===== config.mk =====
export PLATFORM = sky130hd
export DESIGN_NAME = cmp_match_timer
export DESIGN_NICKNAME = d
export VERILOG_FILES = /design/src/rtl/cmp_match_timer.sv
export SDC_FILE = /design/constraint.sdc
export NUM_CORES = 1
export LEC_CHECK = 0
export BUFFER_PORTS_ARGS = -buffer_cell sky130_fd_sc_hd__buf_4
export CORE_MARGIN = 2
export CORE_UTILIZATION = 35
export DETAILED_ROUTE_END_ITERATION = 12
export GPL_TIMING_DRIVEN = 0
export PLACE_DENSITY = 0.62
export SLEW_MARGIN = 20
export SYNTH_ARGS = -nofsm -noshare
export SYNTH_HDL_FRONTEND = slang
export SYNTH_SLANG_ARGS = --single-unit

===== constraint.sdc =====
create_clock -name clk -period 1.78 [get_ports clk]
set_clock_uncertainty 0.05 [all_clocks]
set_input_delay 0.178 -clock clk [delete_from_list [all_inputs] [get_ports clk]]
set_output_delay 0.178 -clock clk [all_outputs]
set_load 0.02 [all_outputs]

===== src/rtl/cmp_match_timer.sv =====
`timescale 1ns/1ps
module cmp_match_timer #(
  parameter int CNT_W = 16,
  parameter int PRE_W = 9
) (
  input  logic        clk,
  input  logic        rst_n,
  input  logic        bus_sel,
  input  logic        bus_wr,
  input  logic [1:0]  bus_addr,
  input  logic [15:0] bus_wdata,
  output logic [15:0] bus_rdata,
  output logic        irq
);
  localparam logic [1:0] A_CSR = 2'd0, A_CNT = 2'd1, A_CMP = 2'd2, A_RUN = 2'd3;
  localparam int FLAG_B = 7, IE_B = 6;

  logic [PRE_W-1:0] pre_q;
  logic [CNT_W-1:0] cnt_q, cmp_q;
  logic [1:0]       cks_q;
  logic             flag_q, ie_q, armed_q, run_q;

  wire wr_csr = bus_sel && bus_wr && bus_addr == A_CSR;
  wire rd_csr = bus_sel && !bus_wr && bus_addr == A_CSR;
  wire wr_cnt = bus_sel && bus_wr && bus_addr == A_CNT;
  wire wr_cmp = bus_sel && bus_wr && bus_addr == A_CMP;
  wire wr_run = bus_sel && bus_wr && bus_addr == A_RUN;

  logic [PRE_W-1:0] div_m1;
  assign div_m1 = PRE_W'((32'd8 << {cks_q, 1'b0}) - 32'd1);

  wire tick  = run_q && pre_q >= div_m1;
  wire match = tick && cnt_q == cmp_q;
  wire clr   = wr_csr && armed_q && !bus_wdata[FLAG_B];

  always_ff @(posedge clk) begin
    if (!rst_n) begin
      pre_q <= '0;
      cnt_q <= '0;
      cmp_q <= '1;
      cks_q <= '0;
      ie_q  <= 1'b0;
      flag_q <= 1'b0;
      armed_q <= 1'b0;
      run_q <= 1'b0;
    end else begin
      if (!run_q || tick) pre_q <= '0;
      else                pre_q <= pre_q + 1'b1;

      if (wr_cnt)     cnt_q <= bus_wdata[CNT_W-1:0];
      else if (match) cnt_q <= '0;
      else if (tick)  cnt_q <= cnt_q + 1'b1;

      if (wr_cmp) cmp_q <= bus_wdata[CNT_W-1:0];
      if (wr_run) run_q <= bus_wdata[0];
      if (wr_csr) begin
        cks_q <= bus_wdata[1:0];
        ie_q  <= bus_wdata[IE_B];
      end

      if (match)    flag_q <= 1'b1;
      else if (clr) flag_q <= 1'b0;

      if (clr)                    armed_q <= 1'b0;
      else if (rd_csr && flag_q)  armed_q <= 1'b1;
    end
  end

  always_comb begin
    case (bus_addr)
      A_CSR:   bus_rdata = {8'h00, flag_q, ie_q, 4'h0, cks_q};
      A_CNT:   bus_rdata = 16'(cnt_q);
      A_CMP:   bus_rdata = 16'(cmp_q);
      default: bus_rdata = {15'h0, run_q};
    endcase
  end

  assign irq = flag_q && ie_q;

  AST_FLAG_FROM_MATCH: assert property (@(posedge clk) disable iff (!rst_n)
    $rose(flag_q) |-> $past(tick && cnt_q == cmp_q));
  AST_CLEAR_NEEDS_ARM: assert property (@(posedge clk) disable iff (!rst_n)
    $fell(flag_q) |-> $past(armed_q && wr_csr));
  AST_SET_BEATS_CLEAR: assert property (@(posedge clk) disable iff (!rst_n)
    (tick && cnt_q == cmp_q) |=> flag_q);
  AST_IRQ_NEEDS_IE: assert property (@(posedge clk) disable iff (!rst_n)
    irq |-> ie_q && flag_q);
  AST_WRAP_ZERO: assert property (@(posedge clk) disable iff (!rst_n)
    (tick && cnt_q == cmp_q && !wr_cnt) |=> cnt_q == '0);
  AST_HOLD_STOPPED: assert property (@(posedge clk) disable iff (!rst_n)
    (!run_q && !wr_cnt) |=> $stable(cnt_q));
endmodule


== Word level (Yosys, flattened, before mapping) ==
Index checks and enable logic that the tools add are counted.
W data, S select, Z words.
Operators by class
  $add $sub $neg: 3
  $lt $le $gt $ge: 1
  equality and inequality tests: 4
  shift-type cells: 1
  muxes and demuxes: 6
  bitwise operators: 1
  reduce and logical (&&, ||, !) cells: 22
Operators by type and width (count)
  $mux W16: 3
  $pmux W16 S3: 1
  $add A16 B1 Y16 const B: 1
  $eq A16 B16 Y1: 1
  $logic_and A1 B1 Y1: 13
  $add A9 B1 Y9 const B: 1
  $ge A9 B9 Y1: 1
  $shl A4 B3 Y9 const A: 1
  $sub A9 B1 Y9 const B: 1
  $eq A2 B2 Y1 const B: 2
  $reduce_or A2 Y1: 2
  $logic_not A1 Y1: 3
  $reduce_bool A3 Y1: 1
  $eq A2 B1 Y1 const B: 1
  $logic_not A2 Y1: 1
  $mux W1: 2
  $reduce_bool A2 Y1: 1
  $logic_or A1 B1 Y1: 1
  $not A1 Y1: 1
Storage, ports and cells
  register bits after elaboration: 47
  bits of input ports: 22

== Logic depth before layout (Yosys ltp) ==
Gate-level depths: netlist of the first run.
  depth after elaboration: 7
  mapped depth: 8
  depth with buffers taken out: 7

== Worst setup path before layout of the first run ==
OpenSTA, ideal clock, no wires.
  kind: register -> register
  from: register cks_q[1]
  to: register cnt_q[6]
  setup time: 0.074 ns
  arrival time: 1.741 ns
  data required time: 1.656 ns
  path slack: -0.085 ns
  cell stages (with the launch flop): 9
  buffers on the path: 1
  path through: dfxtp_1 -> nand2_1 -> ha_1 -> a21oi_1 -> o21ai_1 -> a22oi_4 -> buf_2 -> nand3_1 -> a31oi_1
Between the ends
  cells in the longest elaborated chain, start to end: 7
  elaborated cells between the ends (all ways): 8
RTL lines
  start: declaration: line 20  | logic [1:0] cks_q;
  start signal: assignment: line 57  | cks_q <= bus_wdata[1:0];
  $shl A4 B3 Y9 *: line 30  | assign div_m1 = PRE_W'((32'd8 << {cks_q, 1'b0}) - 32'd1);
  $sub A9 B1 Y9 *: line 30
  $ge A9 B9 Y1 *: line 32  | wire tick = run_q && pre_q >= div_m1;
  $logic_and A1 B1 Y1 *: line 32
  $logic_and A1 B1 Y1: line 33  | wire match = tick && cnt_q == cmp_q;
  $mux W16: line 51  | else if (match) cnt_q <= '0;
  $mux W16: line 50  | if (wr_cnt) cnt_q <= bus_wdata[CNT_W-1:0];
  end signal: assignment: line 50
  end signal: assignment: line 52  | else if (tick) cnt_q <= cnt_q + 1'b1;
  end: declaration: line 19  | logic [CNT_W-1:0] cnt_q, cmp_q;
Every way passes the cells marked *; elsewhere a longest branch is shown, timed or not.
A chain may end at the register's enable or synchronous reset.

== Worst setup path in the final report of the first run ==
  from: register cks_q[0]
  to: register cnt_q[12]
Same word-level chain as after synthesis.

==> summary.md, run 1 <==
| Metric | Value |
|---|---|
| Layout cells sized above 1 | `28.08%` |
| Vias in the first global route | `2410` |
| Antenna-violating nets left | `0` |
| Core Util, Final | `44.50%` |
| Slew @ Worst Pin | `0.6097 ns` |
| H-tree depth | `2` |
| DRT Wirelength | `8195 um` |
| Crit-path cells | `nor2_4, ha_4, a211oi_2, a21oi_2, a22oi_4, buf_6, nand3_2, a31oi_1` |
| Cell Pwr Density | `574.9 mW/mm^2` |
| Gr usage total | `18.52%` |
| Yosys warnings | `0` |
| Post-synthesis cell count | `352` |
| RSZ-0062 raised after global routing | `true` |
| Die X-Extent | `94.64 um` |
| Drt drc | `0` |
| Setup WS post-layout | `-0.1038 ns` |
| Clock sinks | `47` |
| DPL Wire Length | `5650 um` |
| Failing checks | `negative setup slack` |
| Asr flop ratio synth | `0%` |
| Num ports | `39` |
| Max cap viols | `0` |
| Total iterations of the first detailed-routing run | `5` |
| Worst slew margin | `59.35%` |
| Nets@finish | `436` |
| # rows | `33` |
| Syn Nets | `382` |
| Netlist cell types | `43` |
| Ys flop type | `dfxtp_1` |
| Placed Area | `0.003298 sq mm` |
| Leak Pwr | `1.491 nW` |
| Starting Density | `35.53%` |
| Final setup vio count | `26` |
| Setup Slack @ Placement | `-0.3058 ns` |
| Core ar. | `0.008093 sq mm` |
| CP required | `1.96 ns` |
| Flops & latches, synth | `47` |
| WP data arrival | `2.07 ns` |
| Initial antenna violation count | `0` |
| Total grt overflow | `0` |
| Count leader, synth | `nand2_1` |
| Clock transition at the registers of the reported paths | `0.09 ns` |
| Fmax | `530.8 MHz` |
| Worst path max stage delay | `0.37 ns` |
| First-pass GRT wire length | `12700 um` |
| Synth cell count leaders | `nand2_1, dfxtp_1, nand3_1` |
| Max Slew Vio Count | `0` |
| Outcome | `finished with violations` |
| Setup crit end kind | `flop` |
| Syn Area/Cell | `8.168 sq um` |
| HP Class | `in2reg` |
| Clk_lat worst skew | `0.31 ns` |
| Fin. Hold Viols | `0` |
| Total power | `2.070 mW` |
| GPL Wtd Cong | `0.8282` |
| Number of DRC markers in iteration 0 | `188` |
| Register area share after synthesis | `32.72%` |
| CTS tree | `built` |
| WS Path Type | `reg2reg` |
| Worst-path maximum fanout | `5` |
| Die Y | `94.64 um` |
| Setup crit start kind | `flop` |
| Area grow syn2layout | `25.24%` |
| Fin crit share | `105.8%` |
| Final Critical Period | `1.884 ns` |
| Avg WL per Cell | `16.04 um` |
| # diodes | `0` |
| Synth top area share | `32.72%` |
| Largest net degree at the start of global routing | `14` |
| Worst VDD drop | `0.0003490 V` |
| Port-buffer cells | `36` |
| Post-Route Setup TNS | `-1.441 ns` |
| Num CTS Buffers | `5` |
| Post-synth EDFFs | `0` |
| Area leader, netlist | `dfxtp_1` |
| Final Instance Area | `0.003601 sq mm` |
| Slowest stage cell, crit path | `dfxtp_4` |
| Clock Path Buffers | `2` |
| Root Buffer | `clkbuf_8` |
| Area contributors post-synth | `dfxtp_1, xor2_1, nand2_1` |
| Via/cell ratio | `5.382` |
| Via count | `2750` |
| Die ar. | `0.008956 sq mm` |
| Netlist Area Pre-Place | `0.002875 sq mm` |
## repair_timing
| action | 4_1_cts | 5_1_grt |
|---|---|---|
| resized for setup | 24 | 8 |
| gates cloned | 3 | 0 |
| hold endpoints to repair | 0 | 0 |
| hold buffers | 0 | 0 |
| setup buffers | 9 | 0 |
| setup endpoints to repair | 36 | 36 |
| pin swaps | 20 | 8 |
## sequential cells by signal, summed over array words and instances, names as in the netlist
signal and flops:
ie_q 1, cks_q 2, cnt_q 16, armed_q 1, pre_q 9, cmp_q 16, run_q 1, flag_q 1
## power by group
part | switching (mW) | leakage [nW] | internal, mW | total (mW)
clock | 0.371 | 0.0470 | 0.306 | 0.677
combinational | 0.174 | 1.06 | 0.124 | 0.298
sequential | 0.0238 | 0.385 | 1.07 | 1.10
## area by class of cell
class / count / area [sq um]
fill: 826 / 4492
multi-input combinational: 270 / 1859
sequential: 47 / 953.4
timing repair buffer: 48 / 382.9
buffer: 27 / 160.2
tap: 105 / 131.4
clock buffer: 6 / 82.58
inverter: 7 / 26.28
clock inverter: 1 / 5.005
## cells by family after synthesis
group	after synthesis	synth area share, %
xor+xnor	36	10.97
mux	9	3.568
flops	47	32.72
buf+inv	35	6.135
compound gates	46	12.45
fa+ha+maj	8	3.481
simple gates	171	30.68
## stage by stage
| stage | hold WS (ns) | instances |
|---|---|---|
| 6_report | 0.03279 | 511 |
| 5_1_grt | 0.04587 | 511 |
| 4_1_cts | 0.03263 | 511 |
| 3_5_place_dp | 0.3528 | 493 |
| 3_3_place_gp | 0.3485 | 493 |
| 2_1_floorplan | 0.2520 | 352 |
## path summary, 6_finish.rpt
kind	cells after the start	from	slack, ns	endpoint
setup / recovery	8	cks_q[0]$_SDFFE_PN0P_	-0.10	cnt_q[12]$_SDFFE_PN0P_
setup reg to reg	8	cks_q[0]$_SDFFE_PN0P_	-0.10	cnt_q[12]$_SDFFE_PN0P_
hold reg to reg	1	pre_q[0]$_SDFF_PP0_	0.42	pre_q[0]$_SDFF_PP0_
hold / removal	3	bus_wdata[5]	0.03	cmp_q[5]$_SDFFE_PN1P_
## critical path, delay by kind of cell (launching register included)
kind / cells / cell delay [ns]
simple gates: 2 / 0.20
fa+ha+maj: 1 / 0.22
buf+inv: 1 / 0.18
compound gates: 4 / 0.78
flops: 1 / 0.37
## placed cells by master, fill, tap and decap left out, drive strengths merged, types with 2 or more instances in the layout
cell type,instances
dfxtp,47
inv,7
clkbuf,17
mux2i,8
nand4,21
nand3,45
nor2b,2
nand2,60
and3,3
xnor2,7
buf,64
a31oi,14
o21ai,5
ha,8
a21oi,7
a22oi,2
nor4,7
nor3,5
nor2,26
xor2,29
a22o,13
## routing by layer
| layer | vias to the layer above | GRT usage [%] | routed length (um) |
|---|---|---|---|
| met5 | - | 0 | 0 |
| met4 | 0 | 3.865 | 82 |
| met3 | 8 | 3.512 | 558 |
| met2 | 99 | 29.20 | 3728 |
| met1 | 1294 | 26.32 | 3826 |
| li1 | 1349 | - | - |
(Power assumes the default switching activity.)
==> run 2, diff against run 1 <==
--- a/config.mk
+++ b/config.mk
@@ -15,3 +15,4 @@
 export SYNTH_ARGS = -nofsm -noshare
 export SYNTH_HDL_FRONTEND = slang
 export SYNTH_SLANG_ARGS = --single-unit
+export TNS_END_PERCENT = 5
==> run 2 against run 1 <==
Net effect: the flow still finishes with violations (negative setup slack); register-to-register slack got worse by 0.08 ns; largest cell class unchanged; highest routed layer unchanged; setup slack got worse by 0.079 ns; fmax fell by 4.0%; critical path type unchanged; wire length fell by 0.99%.
==> summary.md, run 2 (same netlist as run 1, synthesis figures left out) <==
| Metric | Value |
|---|---|
| Die Y | `94.64 um` |
| Drt drc | `0` |
| Largest registers | `cmp_q: 16 flops, cnt_q: 16 flops, pre_q: 9 flops` |
| Layout cells sized above 1 | `26.37%` |
| Clock Path Buffers | `2` |
| Die ar. | `0.008956 sq mm` |
| Most frequent cells in the layout | `nand2_1, nand3_1, dfxtp_1` |
| Antenna-violating nets left | `0` |
| R2R setup slack | `-0.18 ns` |
| # rows | `33` |
| Setup WS post-layout | `-0.1833 ns` |
| WP data arrival | `2.13 ns` |
| Worst-path maximum fanout | `5` |
| Total iterations of the first detailed-routing run | `5` |
| Total power | `2.074 mW` |
| HP Class | `in2reg` |
| CTS tree | `built` |
| Port-buffer cells | `36` |
| Number of DRC markers in iteration 0 | `198` |
| Outcome | `finished with violations` |
| H-tree depth | `2` |
| Fin. Hold Viols | `0` |
| Worst slew margin | `60.07%` |
| Final hold slack | `0.03220 ns` |
| Fillers | `835` |
| Hold path start | `bus_wdata[3]` |
| Clock sinks | `47` |
| Max cap viols | `0` |
| Reg-to-Reg Start | `cks_q[0]$_SDFFE_PN0P_` |
| Avg WL per Cell | `16.00 um` |
| Die X-Extent | `94.64 um` |
| Root Buffer | `clkbuf_8` |
| Register Area | `948.4 sq um` |
| RSZ-0062 raised after global routing | `true` |
| First-pass GRT wire length | `12450 um` |
| Leak Pwr | `1.473 nW` |
| Slew @ Worst Pin | `0.5989 ns` |
| Hold path depth | `3` |
| Clk_lat worst skew | `0.31 ns` |
| Final setup vio count | `26` |
| Initial antenna violation count | `0` |
| Num CTS Buffers | `5` |
| Worst reg2reg path endpoint | `cnt_q[15]$_SDFFE_PN0P_` |
| Max Slew Vio Count | `0` |
| Largest net degree at the start of global routing | `14` |
| GPL Wtd Cong | `0.8282` |
| Area grow syn2layout | `23.85%` |
| Num ports | `39` |
| CP required | `1.95 ns` |
| Fin crit share | `110.3%` |
| Metal2 WL | `3668 um` |
| Failing checks | `negative setup slack` |
| Starting Density | `35.53%` |
| Via count | `2734` |
| Via/cell ratio | `5.393` |
| Vias in the first global route | `2371` |
| Metal1 wirelength | `3765 um` |
| Gr usage total | `18.19%` |
| WS Path Type | `reg2reg` |
| Top Metal Used | `met4` |
| DR WL met3 | `603 um` |
| Cell Pwr Density | `582.5 mW/mm^2` |
| Commonest non-fill, non-tap cell in the layout | `nand2_1` |
| Core ar. | `0.008093 sq mm` |
| Worst VDD drop | `0.0003527 V` |
| DPL Wire Length | `5650 um` |
| Setup crit start kind | `flop` |
| Fmax | `509.4 MHz` |
| # diodes | `0` |
| Multi-input logic area | `0.001866 sq mm` |
| Final Critical Period | `1.963 ns` |
| Nets@finish | `432` |
| Hold Path Sink | `cmp_q[3]$_SDFFE_PN1P_` |
| Reg2reg path depth | `8` |
| DRT Wirelength | `8114 um` |
| Setup crit end kind | `flop` |
| Clock transition at the registers of the reported paths | `0.09 ns` |
| Total grt overflow | `0` |
run 2: per-stage QoR:
| stage | instances | setup WS (ns) | cell area (sq um) | setup TNS, ns | utilization, % |
|---|---|---|---|---|---|
| floorplan | 352 | 0.004353 | 2897 | 0 | - |
| global placement | 493 | -0.2412 | 3298 | -4.450 | 40.75 |
| detailed placement | 493 | -0.3058 | 3298 | -5.573 | 40.75 |
| CTS | 505 | -0.09597 | 3506 | -1.374 | 43.32 |
| global route | 507 | -0.2331 | 3561 | -4.883 | 44.00 |
| finish | 507 | -0.1833 | 3561 | -2.444 | 44.00 |
run 2: how the worst max path moves through the flow:
stage / startpoint / endpoint / slack [ns] / cells after the start
6_report: cks_q[0]$_SDFFE_PN0P_ / cnt_q[15]$_SDFFE_PN0P_ / -0.18 / 8
5_1_grt: cks_q[1]$_SDFFE_PN0P_ / cnt_q[11]$_SDFFE_PN0P_ / -0.23 / 8
3_5_place_dp: cks_q[1]$_SDFFE_PN0P_ / cnt_q[9]$_SDFFE_PN0P_ / -0.31 / 8
4_1_cts: cks_q[1]$_SDFFE_PN0P_ / cnt_q[15]$_SDFFE_PN0P_ / -0.1 / 8
3_3_place_gp: cks_q[1]$_SDFFE_PN0P_ / cnt_q[13]$_SDFFE_PN0P_ / -0.24 / 8
2_1_floorplan: cks_q[1]$_SDFFE_PN0P_ / cnt_q[6]$_SDFFE_PN0P_ / 0.004 / 8
run 2: area by class of cell:
class                      instances  area share (%)
timing repair buffer              43           9.382
clock inverter                     1          0.1405
tap                              105           3.689
multi-input combinational        270           52.39
sequential                        47           26.63
inverter                           7          0.7379
clock buffer                       6           2.319
buffer                            28           4.708
run 2: layer usage:
layer  global-route usage (%)  vias up
met5                        0        -
met4                    3.865        0
met1                    26.09     1274
li1                         -     1339
met2                    28.01      113
met3                    3.911        8
run 2: power by group:
part           switching [mW]  leakage (nW)  internal, mW
logic                   0.175          1.04         0.124
clock network           0.373        0.0470         0.306
registers              0.0234         0.383          1.07
run 2: critical path: stages (launching register included):
cell and delay (ns):
dfxtp_2 0.36, nor2_4 0.14, ha_4 0.23, a211oi_4 0.26, a21oi_4 0.11, a22oi_4 0.30, buf_6 0.15, a221oi_2 0.03
o32ai_1 0.25
run 2: repair_timing:
| action | in CTS | in global routing |
|---|---|---|
| setup buffers | 4 | 2 |
| setup endpoints to repair | 36 | 36 |
| gates cloned | 1 | 0 |
| hold buffers | 0 | 0 |
| gates resized for setup | 17 | 8 |
| pin swaps | 11 | 9 |
